**config.mk**
```make
export PLATFORM = sky130hd
export DESIGN_NAME = sel_tree_decoder
export DESIGN_NICKNAME = d
export VERILOG_FILES = /design/src/rtl/dec_slice.sv /design/src/rtl/sel_tree_decoder.sv
export SDC_FILE = /design/constraint.sdc
export NUM_CORES = 1
export LEC_CHECK = 0
export ABC_AREA = 1
export BUFFER_PORTS_ARGS = -buffer_cell sky130_fd_sc_hd__buf_2
export CORE_MARGIN = 10
export CORE_UTILIZATION = 27
export CTS_CLUSTER_DIAMETER = 60
export DETAILED_ROUTE_END_ITERATION = 8
export GPL_ROUTABILITY_DRIVEN = 0
export PLACE_DENSITY = 0.78
export RECOVER_POWER = 25
export SYNTH_ARGS = -nofsm -noshare
export SYNTH_HDL_FRONTEND = slang
export SYNTH_SLANG_ARGS = --single-unit
```
**constraint.sdc**
```tcl
create_clock -name clk -period 0.8 [get_ports clk]
set_input_delay 0.04 -clock clk [delete_from_list [all_inputs] [get_ports clk]]
set_output_delay 0.04 -clock clk [all_outputs]
set_load 0.05 [all_outputs]
```
**src/rtl/dec_slice.sv**
```systemverilog
// One decoder slice: address register that loads when hold is low,
// followed by a one-hot decoder gated by an active-low and an
// active-high enable. Assumes: rst_n is synchronous, active low.
module dec_slice #(
    parameter int AW = 3,
    localparam int NO = 1 << AW
) (
    input  logic          clk,
    input  logic          rst_n,
    input  logic          hold,
    input  logic [AW-1:0] a_in,
    input  logic          gate_n,
    input  logic          gate_p,
    output logic [NO-1:0] y
);
    logic [AW-1:0] a_q;
    logic [NO-1:0] dec;

    // Address register: load while hold is low, keep while high.
    always_ff @(posedge clk) begin
        if (!rst_n)
            a_q <= '0;
        else if (!hold)
            a_q <= a_in;
    end

    // Decode the stored address into one line.
    always_comb begin
        dec = '0;
        dec[a_q] = 1'b1;
    end

    // Output gate, independent of the register state.
    assign y = (!gate_n && gate_p) ? dec : '0;

    // a slice never raises two lines.
    assert_slice_onehot_R7: assert property (@(posedge clk) disable iff (!rst_n)
        $onehot0(y));

    // the stored address is left alone while holding.
    assert_slice_hold_R3: assert property (@(posedge clk) disable iff (!rst_n)
        (hold && gate_p && !gate_n) |=> ((gate_p && !gate_n) -> $stable(y)));
endmodule

```
**src/rtl/sel_tree_decoder.sv**
```systemverilog
// Two-level stored-address decoder: a root slice decodes the upper
// address bits and gates one leaf slice per output; leaves decode the
// lower bits. All slices share the hold control. Assumes the address
// width is twice the slice width.
module sel_tree_decoder #(
    parameter int SLICE_AW = 3,
    localparam int ADDR_W = 2 * SLICE_AW,
    localparam int NUM_LEAF = 1 << SLICE_AW,
    localparam int OUT_W = 1 << ADDR_W
) (
    input  logic              clk,
    input  logic              rst_n,
    input  logic              latch_hold,
    input  logic [ADDR_W-1:0] addr,
    input  logic              strobe_n,
    input  logic              enable_hi,
    output logic [OUT_W-1:0]  sel
);
    logic [NUM_LEAF-1:0] root_y;
    logic                gates_open;

    // Root slice: upper bits, gated by the global strobe and enable.
    dec_slice #(.AW(SLICE_AW)) u_root (
        .clk    (clk),
        .rst_n  (rst_n),
        .hold   (latch_hold),
        .a_in   (addr[ADDR_W-1:SLICE_AW]),
        .gate_n (strobe_n),
        .gate_p (enable_hi),
        .y      (root_y)
    );

    // Leaf slices: lower bits, each opened by one root line.
    for (genvar g = 0; g < NUM_LEAF; g++) begin : g_leaf
        dec_slice #(.AW(SLICE_AW)) u_leaf (
            .clk    (clk),
            .rst_n  (rst_n),
            .hold   (latch_hold),
            .a_in   (addr[SLICE_AW-1:0]),
            .gate_n (1'b0),
            .gate_p (root_y[g]),
            .y      (sel[g*NUM_LEAF +: NUM_LEAF])
        );
    end

    // Global gate condition, used by the checks below.
    assign gates_open = !strobe_n && enable_hi;

    // at most one of all outputs high.
    assert_tree_onehot_R7: assert property (@(posedge clk) disable iff (!rst_n)
        $onehot0(sel));

    // closed gates blank every line.
    assert_gate_blank_R5: assert property (@(posedge clk) disable iff (!rst_n)
        !gates_open |-> (sel == '0));

    // an address loaded with hold low shows on its own line.
    assert_track_R2: assert property (@(posedge clk) disable iff (!rst_n)
        !latch_hold |=> (!gates_open || sel[$past(addr)]));

    // held address keeps the same line while gates stay open.
    assert_hold_R3: assert property (@(posedge clk) disable iff (!rst_n)
        (latch_hold && gates_open) |=> (gates_open -> $stable(sel)));
endmodule

```
Yosys cells after proc, flatten, opt, wreduce, memory -nomap -nowiden
Cells that the tools add are included.
Word-level totals
  flip-flop bits (word level): 6
  output and inout port bits: 64
Operators by class
  $lt $le $gt $ge: 4
  mux-type cells: 13
  reduce and logical (&&, ||, !) cells: 4
Operators with widths (number)
  8-bit 2-to-1 mux: 9
  3-bit by 4-bit less-than comparator with 1-bit output (second input constant): 2
  1-bit demux with 3-bit select: 2
  3-bit by 1-bit >= comparator with 1-bit output (second input constant): 2
  1-bit logical AND: 3
  1-bit 2-to-1 mux: 2
  1-bit logical NOT: 1

Depth between registers and ports, before layout
Gate-level depths: netlist (run 1).
  depth after elaboration: 6
  depth in mapped cells: 4

Cells and area by module
Synthesis (run 1) repeated with hierarchy kept, for this count alone.
Second synthesis, totals
  cells, all modules: 298
  area total of the unflattened synthesis: 1715.4 µm²
By module, submodules not included
  dec_slice: instances 9, cells an instance 33, area an instance 190.2 µm², seq. area each 60.1 µm²
  sel_tree_decoder: instances 1, cells an instance 1, area an instance 3.8 µm², seq. area each 0.0 µm²

Worst setup path before layout (run 1)
Ideal clock, no wire load.
  kind: flip-flop to output port
  start: reg u_root.a_q[2]
  end: out sel[32]
  arrival time: 1378 ps
  data required time: 760 ps
  path slack: -618 ps
  cell stages (with the launch flop): 5
  path buffers: 0
  path through: dfxtp_1 > inv_2 > nor2_4 > nand3_4 > nor2_1
On the way
  word-level cells in the longest chain between the ends: 6
RTL lines
  start, declared: line dec_slice.sv:16  | logic [AW-1:0] a_q;
  start signal, assigned: line dec_slice.sv:24  | a_q <= a_in;
  3-bit by 4-bit less-than comparator with 1-bit output (implied by the code) or 3-bit by 1-bit >= comparator with 1-bit output (tied branches): line dec_slice.sv:30  | dec[a_q] = 1'b1;
  1-bit logical AND (implied by the code): line dec_slice.sv:30
  1-bit 2-to-1 mux (implied by the code): line dec_slice.sv:30
  1-bit demux with 3-bit select (*)
  8-bit 2-to-1 mux (*) (2 in series): line dec_slice.sv:34  | assign y = (!gate_n && gate_p) ? dec : '0;
  end, declared: line sel_tree_decoder.sv:17  | output logic [OUT_W-1:0] sel
Every way passes the cells marked *; elsewhere a longest branch is shown, timed or not.

Worst setup path after layout (run 1)
  start: reg u_root.a_q[1]
  end: out sel[22]
Same word-level chain as after synthesis.

==> results.md, run 1 <==
- Status: finished, violations left
- Failing checks: setup timing
- Initial antenna violation count: 0
- Starting density of the core: between 20% and 30%
- Worst setup EP type: primary output
- Switching Share: approximately 44%
- Finished Core Util: between 80% and 90%
- Comb pwr share: 41.2%
- R2R cell count: 4
- Die H: ~70 um
- Worst Hold Depth: 3
- Worst Setup Start Kind: register
- Req. time, crit path: roughly 0.76 ns
- Power Dens Cells: 624 nW/um2
- Row count: 17
- Nets@finish: between 200 and 250
- Cell taking the most area after synthesis: nor2_1
- Critical Path AT: between 1 and 1.5 ns
- Final setup violation count: 66
- Setup WS pre-CTS: -0.418 ns
- Critical R2R Launch: u_root.a_q[2]
- First DRT Iteration DRCs: 88
- Total CTS buffers: 3
- Clk_lat worst skew: roughly 0.28 ns
- Largest family of logic cells by synthesized area: simple AND/OR/NAND/NOR gates
- Fin crit share: 190%
- Compound-Gate Fraction of Synth Area: approximately a tenth
- Syn Nets: 123
- CP Max Fanout: 8
- Sequential area share after synthesis: around a fifth
- Post-Syn Area: roughly 640 um2
- Hold Path Class: input pin to register
- Tot GR Track Use: approximately 17%
- Root Driver: clkbuf_4
- Antenna Cells: 0
- Vias per cell: approximately 5.3
- First-pass GRT wire length: 6090 um
- Die W: 68.7 um
- Synth Instances: roughly 110
- Commonest non-fill, non-tap cells in the layout: buf_6, nor2_4, buf_4
- DRC viols: 0
- Final HPWL from detailed placement: around 2700 um
- Post-Synth Adder-Cell Area: 0%
- Yosys warns: 0
- Max Cap Violations: 0
- Vias in the first global route: roughly 1.3k
- H-tree levels: 1
- Top sig layer: met4
- Largest net degree at the start of global routing: 13
- Crit path kind: register to primary output
- Hold slack: 0.0535 ns
- Metal-1 WL: roughly 1700 um
- Synth Area in Simple Gates: between 60% and 70%
- Via count: 1266
- Die area: around 4700 um2
- Antenna-violating nets left: 0
- Avg Cell Area, Syn: ~5.7 um2
- RSZ-0062 raised after global routing: true
- Clock share of power: approximately 29%
- TritonCTS clock tree: built
- Port-buffer cells: between 70 and 80
- Sequential share of power: 29.5%
- Internal: approximately 700 uW
- Area share of the largest cell type after synthesis: around two fifths
- Xor/xnor share of the synthesized area: 0%
- Fmax: between 0.6 and 0.7 GHz
- Seq cells post-synth: 6
- Rel. slew slack: 73.8%
- TritonRoute pass-1 iters: 4
- Grt ovf: 0
- Met3 wire len: 508 um
- Met2 wire length: about 2600 um
- Mux cell area share after synthesis: 0%
- Post-route setup slack: -0.719 ns
- Area growth, synth to finish: 211%
- Crit path from: u_root.a_q[1]
- Synth unique cells: 13
- Final hold violations: 0
- WL per Instance: approximately 21 um
- Top post-synthesis cells by area: nor2_1, dfxtp_1, nand3_2
- Leak Pwr: ~0.74 nW
- Clk buf depth: 2
- Clock transition at path regs: about 0.060 ns
- CTS sink cnt: 6
- Min Tclk post-route: 1.52 ns
- Min-Delay Startpoint: addr[3]
- Layout cells sized above 1: ~83%
- R2R setup slack: -0.06 ns
- P_sw: roughly 550 uW
- Worst Tran Pin Value: 0.389 ns
- Core area: ~2200 um2
- Hold_buf cts: 0
- Worst VDD drop: around 1100 uV
- Final slew viol count: 0
- IO Pins: 75
- Clock skew: 0 ns
- Routed WL: between 4000 and 5000 um
- Commonest non-fill, non-tap cell in the layout: buf_6
## flip-flops by register name (all words and copies together) (netlist names)
| signal | flops |
|---|---|
| g_leaf.u_leaf.a_q | 3 |
| u_root.a_q | 3 |
## power by group through the flow
stage | logic [mW] | clock network, mW | registers (mW)
after detailed placement | 0.369 | 0 | 0.360
after CTS | 0.435 | 0.312 | 0.361
after global routing | 0.542 | 0.377 | 0.371
final | 0.513 | 0.365 | 0.367
after global placement | 0.367 | 0 | 0.359
after floorplan | 0.203 | 0 | 0.355
## synth_stat cells (all sizes together)
cell type  count
a21oi          6
inv            8
nor2          68
nand3         16
dfxtp          6
buf            1
o21ai          6
nand2          1
## cell type report
class                           instances  area (um2)
Clock buffer                            4        26.3
Fill cell                              88         240
Inverter                                8        45.0
Multi-Input combinational cell         97         781
Sequential cell                         6         140
Tap cell                               28        35.0
Timing Repair Buffer                   95         966
## worst paths after layout
kind                        endpoint
max reg2reg            u_root.a_q[2]
min                    u_root.a_q[0]
max                          sel[22]
min reg2reg  g_leaf[6].u_leaf.a_q[0]
## metrics by stage
stage / setup TNS [ns] / cell area [um2] / power (mW) / std cells
2_1_floorplan: -36.20 / 677 / 0.558 / 112
3_3_place_gp: -22.69 / 1230 / 0.726 / 233
3_5_place_dp: -23.60 / 1230 / 0.729 / 233
4_1_cts: -34.68 / 1750 / 1.11 / 239
5_1_grt: -45.54 / 1990 / 1.29 / 238
6_report: -41.58 / 1990 / 1.24 / 238
## metal layers
layer  track usage [%]  vias up
met5                 0        -
met4              5.91        0
met3              4.99       15
met2              30.6       75
met1              17.9      617
li1                  -      559
## logic make-up after synthesis
kind of cell,Yosys count
compound gates,12
buf+inv,9
flops,6
simple gates,85
## critical path: stages (launching register included)
cell,delay (ns)
dfxtp_4,0.39
inv_4,0.05
nor2_4,0.17
nand3_4,0.22
nor2_2,0.18
buf_6,0.18
## what timing repair did
action / 4_1_cts / 5_1_grt
gates resized for setup: 160 / 68
setup endpoints to repair: 69 / 69
pin swaps: 6 / 7
endpoints found under the hold margin: 0 / 0
setup buffers: 2 / 0
No activity file was read; power rests on OpenSTA's default activity.
==> run 2, diff against run 1 <==
GPL_TIMING_DRIVEN = 0   (was unset)
==> results.md, run 2 (same netlist as run 1, synthesis figures left out) <==
- Min-Delay Startpoint: addr[4]
- H-tree levels: 1
- Post-route setup slack: -0.679 ns
- Crit-path cells: inv_4 -> nor2_4 -> nand3_4 -> nor2_2 -> buf_6
- R2R cell count: 3
- Clock skew: 0 ns
- Max Cap Violations: 0
- Nets@finish: 207
- Worst Setup Start Kind: register
- Failing checks: setup timing
- Hold slack: ~0.053 ns
- IO Pins: 75
- Status: finished, violations left
- Root Driver: clkbuf_4
- Critical R2R Launch: g_leaf[6].u_leaf.a_q[2]
- Largest net degree at the start of global routing: 11
- Commonest non-fill, non-tap cells in the layout: buf_6, nor2_2, nor2_4
- Clock transition at path regs: about 0.050 ns
- Via count: roughly 1.2k
- CP Max Fanout: 8
- Tot GR Track Use: ~17%
- Worst Hold Depth: 3
- Min Tclk post-route: roughly 1.5 ns
- Grt ovf: 0
- Fmax: around 0.68 GHz
- Power Dens Cells: just over 600 nW/um2
- Fin crit share: 185%
- Critical Path AT: about 1.4 ns
- Die W: between 60 and 70 um
- Hold Crit Endpoint: u_root.a_q[1]
- Footprint of the multi-input gates: 896 um2
- Req. time, crit path: between 0.7 and 0.8 ns
- Antenna Cells: 0
- Final HPWL from detailed placement: about 2600 um
- Hold Path Class: input pin to register
- DRC viols: 0
- WL per Instance: roughly 22 um
- TritonCTS clock tree: built
- RSZ-0062 raised after global routing: true
- Worst Tran Pin Value: 0.301 ns
- TritonRoute pass-1 iters: 4
- R2R setup slack: -0.03 ns
- Final hold violations: 0
- Final slew viol count: 0
- Clk buf depth: 2
- Final setup violation count: 66
- Worst setup EP type: primary output
- CTS sink cnt: 6
- Total CTS buffers: 3
- Clk_lat worst skew: around 0.26 ns
- Max incr delay on CP: around 0.40 ns
- Row count: 17
- Vias per cell: around 5.3
- Starting density of the core: ~29%
- Antenna-violating nets left: 0
- Port-buffer cells: 74
- Commonest non-fill, non-tap cell in the layout: buf_6
- First-pass GRT wire length: approximately 6200 um
- Die H: 68.7 um
- Leak Pwr: approximately 0.70 nW
- Rel. slew slack: between 70 and 80%
- Worst VDD drop: between 800 and 900 uV
- Layout cells sized above 1: between 90% and 100%
- Core area: approximately 2200 um2
- Setup TNS: -39.44 ns
- Routed WL: 4920 um
- Die area: between 4000 and 5000 um2
- Top delay family on crit path: simple AND/OR/NAND/NOR gates
- Area growth, synth to finish: 217%
- Slowest CP cell: dfxtp_4
- Fillers: between 90 and 100
- FF+latch area: ~140 um2
- Initial antenna violation count: 0
- Design area: between 2000 and 2500 um2
- Crit path kind: register to primary output
- Buf+Inv Stages, Crit Path: 2
- RR Endpoint: g_leaf[6].u_leaf.a_q[2]
- Vias in the first global route: 1214
- Biggest regs: g_leaf.u_leaf.a_q x3, u_root.a_q x3
- Cell area after placement: 1080 um2
- First DRT Iteration DRCs: 70
run 2: power by group:
part           switching (mW)  internal (mW)
Combinational           0.346          0.158
Clock                   0.141          0.191
Sequential             0.0849          0.318
Total                   0.573          0.667
run 2: layout make-up:
type | instances | area share [%]
tap | 28 | 1.72
buffer | 1 | 0.246
multi-input combinational | 97 | 44.1
clock buffer | 4 | 1.29
inverter | 8 | 3.08
sequential | 6 | 7.02
timing repair buffer | 79 | 42.5
run 2: what timing repair did:
action	in CTS	in global routing
hold buffers	0	0
pin swaps	5	6
setup buffers	4	2
gates resized for setup	191	72
setup endpoints to repair	65	68
run 2: how the worst max path moves through the flow:
| stage | startpoint | endpoint | slack [ns] | cells after the start |
|---|---|---|---|---|
| finish | u_root.a_q[2] | sel[35] | -0.68 | 5 |
| global placement | g_leaf[6].u_leaf.a_q[0] | sel[4] | -0.50 | 4 |
| CTS | u_root.a_q[1] | sel[3] | -0.56 | 4 |
| floorplan | u_root.a_q[1] | sel[10] | -0.61 | 3 |
| detailed placement | g_leaf[6].u_leaf.a_q[0] | sel[36] | -0.53 | 4 |
| global route | u_root.a_q[2] | sel[54] | -0.72 | 5 |
run 2: per-layer routing:
| layer | wire length, um | track usage [%] | share of wire (%) | vias to the layer above |
|---|---|---|---|---|
| met5 | 0 | 0 | 0 | - |
| met4 | 210 | 6.40 | 4.3 | 0 |
| met3 | 460 | 7.41 | 9.4 | 16 |
| met2 | 2580 | 30.8 | 52 | 72 |
| met1 | 1670 | 17.4 | 34 | 570 |
| li1 | - | - | - | 530 |
run 2: tightest hold or removal path: cells and delay by family:
family	cells	cell delay (ns)
compound gates	2	0.17
buf+inv	1	0.07
run 2: stage by stage:
stage	utilization, %	setup WS (ns)	total power, mW	std cells
after global placement	48.5	-0.500	0.643	214
after detailed placement	48.5	-0.527	0.647	214
after floorplan	-	-0.610	0.558	112
final	91.0	-0.679	1.24	223
after CTS	78.8	-0.559	1.13	222
after global routing	91.0	-0.717	1.29	223
